--- config.mk ---
export PLATFORM = sky130hd
export DESIGN_NAME = blit_slot_seq
export DESIGN_NICKNAME = d
export VERILOG_FILES = /design/src/rtl/blit_seq_pkg.sv /design/src/rtl/blit_slot_pick.sv /design/src/rtl/blit_slot_decode.sv /design/src/rtl/blit_slot_seq.sv
export SDC_FILE = /design/constraint.sdc
export NUM_CORES = 1
export LEC_CHECK = 0
export BUFFER_PORTS_ARGS = -buffer_cell sky130_fd_sc_hd__clkbuf_2
export CAP_MARGIN = 20
export CORE_MARGIN = 10
export CORE_UTILIZATION = 59
export CTS_CLUSTER_SIZE = 16
export DETAILED_ROUTE_END_ITERATION = 6
export PLACE_DENSITY = 0.8
export SLEW_MARGIN = 20
export SYNTH_ARGS = -nofsm -noshare
export SYNTH_HDL_FRONTEND = slang
export SYNTH_HIERARCHICAL = 1
export SYNTH_SLANG_ARGS = --single-unit
--- constraint.sdc ---
create_clock -name clk -period 3.9 [get_ports clk]
set_clock_uncertainty 0.1 [all_clocks]
set_input_delay 0.195 -clock clk [delete_from_list [all_inputs] [get_ports clk]]
set_output_delay 0.195 -clock clk [all_outputs]
set_load 0.03 [all_outputs]
--- src/rtl/blit_seq_pkg.sv ---
package blit_seq_pkg;

    typedef enum logic [2:0] {
        OWN_NONE = 3'd0,
        OWN_A    = 3'd1,
        OWN_B    = 3'd2,
        OWN_C    = 3'd3,
        OWN_D    = 3'd4
    } owner_e;

    // slot positions inside one word group, in issue order
    localparam int NPOS  = 5;
    localparam int POS_A = 0;
    localparam int POS_B = 1;
    localparam int POS_C = 2;
    localparam int POS_F = 3;
    localparam int POS_D = 4;

    typedef struct packed {
        logic en_a;
        logic en_b;
        logic en_c;
        logic en_d;
        logic fill;
    } chan_cfg_t;

    typedef enum logic [1:0] {
        PH_IDLE = 2'd0,
        PH_LEAD = 2'd1,
        PH_GRP  = 2'd2
    } phase_e;

endpackage

--- src/rtl/blit_slot_pick.sv ---
module blit_slot_pick
    import blit_seq_pkg::*;
(
    input  chan_cfg_t  cfg,
    input  logic       closing,
    input  logic [2:0] cur_pos,
    output logic       found,
    output logic [2:0] nxt_pos
);
    logic [NPOS-1:0] present;

    always_comb begin
        present        = '0;
        present[POS_A] = 1'b1;
        present[POS_B] = cfg.en_b && !closing;
        present[POS_C] = cfg.en_c && !closing;
        present[POS_F] = cfg.fill;
        present[POS_D] = cfg.en_d;
    end

    // lowest present position strictly after cur_pos
    always_comb begin
        found   = 1'b0;
        nxt_pos = cur_pos;
        for (int p = NPOS - 1; p >= 0; p--) begin
            if ((p > int'(cur_pos)) && present[p]) begin
                found   = 1'b1;
                nxt_pos = 3'(p);
            end
        end
    end
endmodule

--- src/rtl/blit_slot_decode.sv ---
module blit_slot_decode
    import blit_seq_pkg::*;
(
    input  chan_cfg_t  cfg,
    input  logic       closing,
    input  logic       first_grp,
    input  logic [2:0] pos,
    output owner_e     owner
);
    always_comb begin
        owner = OWN_NONE;
        case (int'(pos))
            POS_A:   owner = (cfg.en_a && !closing) ? OWN_A : OWN_NONE;
            POS_B:   owner = OWN_B;
            POS_C:   owner = OWN_C;
            POS_F:   owner = OWN_NONE;
            POS_D:   owner = first_grp ? OWN_NONE : OWN_D;
            default: owner = OWN_NONE;
        endcase
    end
endmodule

--- src/rtl/blit_slot_seq.sv ---
module blit_slot_seq
    import blit_seq_pkg::*;
#(
    parameter int CNT_W = 10
) (
    input  logic             clk,
    input  logic             rst_n,
    input  logic             start,
    input  logic             en_a,
    input  logic             en_b,
    input  logic             en_c,
    input  logic             en_d,
    input  logic             fill_en,
    input  logic [CNT_W-1:0] word_count,
    input  logic             grant,
    output logic [2:0]       slot_owner,
    output logic             cpu_free,
    output logic             busy,
    output logic             done
);
    localparam int CW1 = CNT_W + 1;
    localparam logic [CNT_W:0] ONE_W  = CW1'(1);
    localparam logic [CNT_W:0] MAX_WC = {1'b1, {CNT_W{1'b0}}};

    typedef struct packed {
        phase_e         phase;
        logic           lead;
        logic [CNT_W:0] k;
        logic [2:0]     pos;
        chan_cfg_t      cfg;
        logic [CNT_W:0] total;
        logic           done;
    } seq_st_t;

    seq_st_t st_d, st_q;

    logic       closing;
    logic       nxt_found;
    logic [2:0] nxt_pos;
    owner_e     dec_owner;

    assign closing = (st_q.k == st_q.total);

    blit_slot_pick u_pick (
        .cfg     (st_q.cfg),
        .closing (closing),
        .cur_pos (st_q.pos),
        .found   (nxt_found),
        .nxt_pos (nxt_pos)
    );

    blit_slot_decode u_dec (
        .cfg       (st_q.cfg),
        .closing   (closing),
        .first_grp (st_q.k == '0),
        .pos       (st_q.pos),
        .owner     (dec_owner)
    );

    always_comb begin
        st_d      = st_q;
        st_d.done = 1'b0;
        case (st_q.phase)
            PH_IDLE: begin
                if (start) begin
                    st_d.phase    = PH_LEAD;
                    st_d.lead     = 1'b0;
                    st_d.k        = '0;
                    st_d.pos      = 3'(POS_A);
                    st_d.cfg.en_a = en_a;
                    st_d.cfg.en_b = en_b;
                    st_d.cfg.en_c = en_c;
                    st_d.cfg.en_d = en_d;
                    st_d.cfg.fill = fill_en;
                    st_d.total    = (word_count == '0) ? MAX_WC : {1'b0, word_count};
                end
            end
            PH_LEAD: begin
                if (grant) begin
                    if (st_q.lead) begin
                        st_d.phase = PH_GRP;
                        st_d.pos   = 3'(POS_A);
                    end else begin
                        st_d.lead = 1'b1;
                    end
                end
            end
            PH_GRP: begin
                if (grant) begin
                    if (nxt_found) begin
                        st_d.pos = nxt_pos;
                    end else if (closing || (((st_q.k + ONE_W) == st_q.total) && !st_q.cfg.en_d)) begin
                        st_d.phase = PH_IDLE;
                        st_d.done  = 1'b1;
                    end else begin
                        st_d.k   = st_q.k + ONE_W;
                        st_d.pos = 3'(POS_A);
                    end
                end
            end
            default: st_d.phase = PH_IDLE;
        endcase
    end

    always_ff @(posedge clk) begin
        if (!rst_n) begin
            st_q <= '0;
        end else begin
            st_q <= st_d;
        end
    end

    assign busy       = (st_q.phase != PH_IDLE);
    assign done       = st_q.done;
    assign slot_owner = (grant && (st_q.phase == PH_GRP)) ? dec_owner : OWN_NONE;
    assign cpu_free   = grant && (slot_owner == OWN_NONE);


    done_pulse_chk: assert property (@(posedge clk) disable iff (!rst_n)
        done |-> (!busy && $past(busy)));


    stall_hold_chk: assert property (@(posedge clk) disable iff (!rst_n)
        (busy && !grant) |=> ($stable(st_q.k) && $stable(st_q.pos) &&
                              $stable(st_q.lead) && $stable(st_q.phase)));


    cfg_frozen_chk: assert property (@(posedge clk) disable iff (!rst_n)
        busy |=> (!busy || ($stable(st_q.cfg) && $stable(st_q.total))));


    no_early_write_chk: assert property (@(posedge clk) disable iff (!rst_n)
        (slot_owner == OWN_D) |-> (st_q.k != '0));


    word_range_chk: assert property (@(posedge clk) disable iff (!rst_n)
        busy |-> (st_q.k <= st_q.total));

endmodule

======== Word-level counts from Yosys, hierarchy flattened ========
Index checks and enable logic that the tools add are counted.
storage, ports and cells
  register bits ........................... 34
  input bits .............................. 19
  output and inout port bits .............. 6
  word-level logic and storage cells ...... 93
operators by class
  add/subtract/negate cells ............... 1
  order comparisons ....................... 4
  equal/unequal tests ..................... 16
  mux-type cells .......................... 30
  bitwise gates (word level) .............. 3
  reductions and logical operators ........ 28
operators by type and width
  kind                                                                     count
  33-bit 2-to-1 mux                                                        1
  3-bit 2-to-1 mux                                                         10
  14-bit 2-to-1 mux                                                        2
  11-bit == test                                                           2
  11-bit 2-to-1 mux                                                        2
  11-bit one-hot mux with 2 select lines                                   1
  2-bit inequality test, second input constant                             7
  3-bit one-hot mux with 4 select lines                                    1
  11-bit by 1-bit adder with 11-bit output, second input constant          1
  11-bit logical NOT                                                       1
  1-bit logical AND                                                        10
  10-bit logical NOT                                                       1
  3-bit one-hot mux with 3 select lines                                    1
  2-bit 2-to-1 mux                                                         4
  7-bit AND reduction                                                      1
  2-bit by 3-bit > comparator with 1-bit output, first input constant      2
  3-bit logical NOT                                                        2
  1-bit 2-to-1 mux                                                         6
  6-bit by 2-bit inequality test with 1-bit output, second input constant  1
  2-bit one-hot mux with 3 select lines                                    1
  6-bit AND reduction                                                      1
  2-bit nonzero test                                                       3
  5-bit AND reduction                                                      1
  4-bit OR reduction                                                       1
  16 further kinds                                                         19

======== Longest topological paths before layout ========
  depth after elaboration ................. 9
  mapped depth ............................ 11
  gate-level depth less buffers ........... 10

======== By module ========
The synthesis kept the hierarchy.
by module, submodules not included
  module            times used  cells each  area an instance (µm²)  seq. area each (µm²)
  blit_slot_seq     1           265         2223.4                  680.7
  blit_slot_pick    1           13          85.1                    0.0
  blit_slot_decode  1           6           45.0                    0.0

======== Worst setup path before layout ========
OpenSTA, ideal clock, no wires.
  kind .................................... register to register
  start ................................... register st_q[11] (netlist bit)
  end ..................................... register st_q[24] (netlist bit)
  setup time .............................. 0.122 ns
  arrival time ............................ 3.063 ns
  data required time ...................... 3.678 ns
  setup slack ............................. 0.615 ns
  stages on the path, launching flop included .. 11
  path buffers ............................ 0
  period minus slack after synthesis ...... 3.285 ns
  cells stage by stage .................... dfxtp_1 xor2_2 or4_1 nor3_1 nor4b_2 a31oi_1 nand3_1 or3_1 a21oi_2 nor2_4 a221o_1
between the ends
  word-level cells in the longest chain between the ends .. 8
  elaborated cells between the ends (all ways) .. 14
  those cells by class .................... 4 x eq/ne; 2 x mux; 8 x reduce/logical
ends and longest elaborated chain
  item                               RTL line                                    RTL
  start: declaration                 blit_slot_seq.sv:35                         seq_st_t st_d, st_q;
  start signal: assignment           blit_slot_seq.sv:109                        st_q <= st_d;
  11-bit == test *                   blit_slot_seq.sv:42                         assign closing = (st_q.k == st_q.total);
  via closing                        blit_slot_seq.sv:37                         logic closing;
  1-bit logical NOT *                blit_slot_pick.sv:15, blit_slot_pick.sv:16
  1-bit logical AND                  blit_slot_pick.sv:16                        present[POS_C] = cfg.en_c && !closing;
  1-bit logical AND                  blit_slot_pick.sv:26                        if ((p > int'(cur_pos)) && present[p]) begin
  1-bit 2-to-1 mux                   blit_slot_pick.sv:26
  1-bit 2-to-1 mux *                 blit_slot_pick.sv:26
  via nxt_found                      blit_slot_seq.sv:38                         logic nxt_found;
  2-bit inequality test (no line) *  n/a
  5-bit AND reduction (no line) *    n/a
Mark *: on every way through the listed nets, which the timed path passes. The rest lies on a longest branch.
A chain may end at the register's enable or synchronous reset.

======== Final worst setup path ========
  start ................................... register st_q[29] (netlist bit)
  end ..................................... register st_q[24] (netlist bit)
Same word-level chain as after synthesis.

==> results.sh <==
export IMPL_routabilityCongestion=0.9110
export IMPL_layout_min_cycle_time_ns=3.591
export IMPL_synth_enable_flop_cells=0
export IMPL_final_cell_count_no_fill=346
export IMPL_cts_inserted_buffers=5
export IMPL_ctsRootBufferMaster="clkbuf_8"
export IMPL_coreArea_sq_um=3771
export IMPL_asyncSetResetFlopFracSynth_pct=0
export IMPL_post_synth_cell_area_avg_sq_um=8.287
export IMPL_cts_reportedPaths_clkPinSlew_ns=0.06
export IMPL_rsz0062_at_grt="no"
export IMPL_tightest_slew_ns=0.6362
export IMPL_cts_buffer_depth=2
export IMPL_cts_tree="yes"
export IMPL_layout_area_overhead_vs_synth_pct=6.964
export IMPL_place_inst=339
export IMPL_ir_worst_vdd_uv=255.3
export IMPL_setup_viol=0
export IMPL_postRouteAntennaNets=0
export IMPL_grt_overflow=0
export IMPL_status="complete, no violations"
export IMPL_netlist_cell_type_count=58
export IMPL_dieArea_sq_um=6916
export IMPL_synth_cell_area_sq_um=2354
export IMPL_syn_inst_count=284
export IMPL_pwr_density_cell_nw_per_um2=339.8
export IMPL_crit_path_max_fanout=8
export IMPL_floorplan_die_height_um=83.16
export IMPL_critPathRequiredTime_ns=3.97
export IMPL_setup_worst_path_end_class="flop"
export IMPL_clk_latency_ns=0.28
export IMPL_post_route_cells_drive_above_1_share_pct=16.44
export IMPL_grt_pass1_wl_um=9142
export IMPL_timing_final_crit_share_pct=92.08
export IMPL_cts_htree_levels=2
export IMPL_clock_sinks=34
export IMPL_ys_warn_count=6
export IMPL_timing_slew_headroom_pct=57.59
export IMPL_floorplan_die_width_um=83.16
export IMPL_dominantRegCellSynth="dfxtp_1"
export IMPL_nNetsFinal=323
export IMPL_n_antenna_cell=0
export IMPL_dp_hpwl_um=4144
export IMPL_timing_setup_tns_ns=0
export IMPL_io_pins=25
export IMPL_count_of_maximum_capacitance_violations=0
export IMPL_grt_use_total_pct=15.18
export IMPL_whs_ns=0.04465
export IMPL_final_max_slew_viol_count=0
export IMPL_static_leakage_power_nw=0.9690
export IMPL_route_final_wire_length_um=5547
export IMPL_drt_initial_drc_count=108
export IMPL_mostFrequentLayoutCells="46 x nand2_1, 34 x dfxtp_1, 24 x clkbuf_2"
export IMPL_port_buffer_count=24
export IMPL_post_cts_setup_buffers=0
export IMPL_pin_count_of_the_biggest_net_entering_global_routing=30
export IMPL_drc=0
export IMPL_dr_total_vias=2087
export IMPL_antenna_found_initial=0
export IMPL_report_final_hold_viol_count=0
export IMPL_wire_per_inst_um=16.03
export IMPL_post_route_util_pct=66.76
export IMPL_mostFrequentLayoutCell="nand2_1"
export IMPL_post_drt_via_cell_ratio=6.032
export IMPL_first_pass_iters=4
export IMPL_crit_path_start_kind="flop"
export IMPL_effective_utilization_at_floorplan_pct=62.41
export IMPL_worst_setup_path_type="reg -> reg"
export IMPL_yosys_register_bits=34
export IMPL_achievable_freq_mhz=278.5
export IMPL_hold_path_class="in -> reg"
export IMPL_postSynthNetCount=309
export IMPL_synth_seq_area_share_pct=28.92
export IMPL_worstPathArrival_ns=3.66
export IMPL_num_rows=22
export IMPL_via_count_of_the_first_global_routing_pass=1942
export IMPL_total_power_mw=0.8554
kinds of logic after synthesis:
kind of cell	Yosys count	synth area share, %
AOI/OAI and AO/OA	67	23.18
xor gates and xnor gates	18	7.018
adders and majority gates	6	3.190
buffers and inverters	33	6.857
DFF	34	28.92
muxes	6	2.605
and+or+nand+nor	120	28.23
state kept, by name (all words and copies together) (netlist names):
| name | flops |
|---|---|
| st_q | 33 |
| done | 1 |
worst max-delay path, cell delays in order (launching register included):
cell,delay [ns]
dfxtp_1,0.44
xor2_1,0.17
or4_1,0.55
nor3_2,0.39
nor4b_2,0.10
a31oi_1,0.26
nand3_1,0.23
or3_1,0.45
a21oi_2,0.30
nor2_4,0.13
a221o_1,0.37
path summary, 6_finish.rpt:
check                             start                     to  slack [ns]  depth (start not counted)
setup reg to reg  st_q[29]$_SDFFE_PN0P_  st_q[24]$_SDFFE_PN0P_        0.31                         10
hold / removal                     en_d  st_q[13]$_SDFFE_PN0P_        0.04                          3
setup / recovery  st_q[29]$_SDFFE_PN0P_  st_q[24]$_SDFFE_PN0P_        0.31                         10
hold reg to reg   st_q[10]$_SDFFE_PN0P_  st_q[10]$_SDFFE_PN0P_        0.38                          2
per-layer routing:
layer  up-vias  wire, um  GRT usage, %
met5         -         0             0
met4         0       145         6.615
met3        13       187         3.711
met2        50      2691         24.93
met1       980      2522         18.18
li1       1044         -             -
metrics by stage:
step	setup slack [ns]	cell area [sq um]
floorplan	0.6154	2354
global placement	0.3400	2436
detailed placement	0.1969	2436
CTS	0.1832	2512
global route	0.07409	2517
finish	0.3089	2517
area by class of cell:
cell class / count / area [sq um]
fill: 321 / 1254
sequential: 34 / 680.7
multi-input combinational: 217 / 1516
tap: 48 / 60.06
clock buffer: 7 / 76.32
inverter: 15 / 56.30
timing repair buffer: 25 / 127.6
where the power goes:
part           total, mW  leakage (nW)  internal [mW]  switching (mW)
clock network      0.244        0.0383          0.123           0.121
registers          0.388         0.277          0.368          0.0209
logic              0.223         0.654         0.0827           0.140
cells in the mapped netlist, types with 4 or more instances:
master	n	area, sq um
a21boi_0	14	105.1
a21oi_1	11	55.05
a221o_1	4	40.04
and3_1	5	31.28
clkbuf_1	9	33.78
dfxtp_1	34	680.7
ha_1	6	75.07
inv_1	15	56.30
mux2i_1	5	50.05
nand2_1	46	172.7
nand3_1	6	30.03
nand4_1	7	43.79
nor2_1	12	45.04
nor2b_1	6	37.54
nor3_1	7	35.03
nor4_1	6	37.54
o21ai_0	8	40.04
xnor2_1	11	96.34
xor2_1	6	52.55
timing repair:
item,CTS,global route
endpoints found under the setup margin,0,5
gates resized for setup,0,1
hold buffers,0,0
Power figures use the tool's default switching activity.
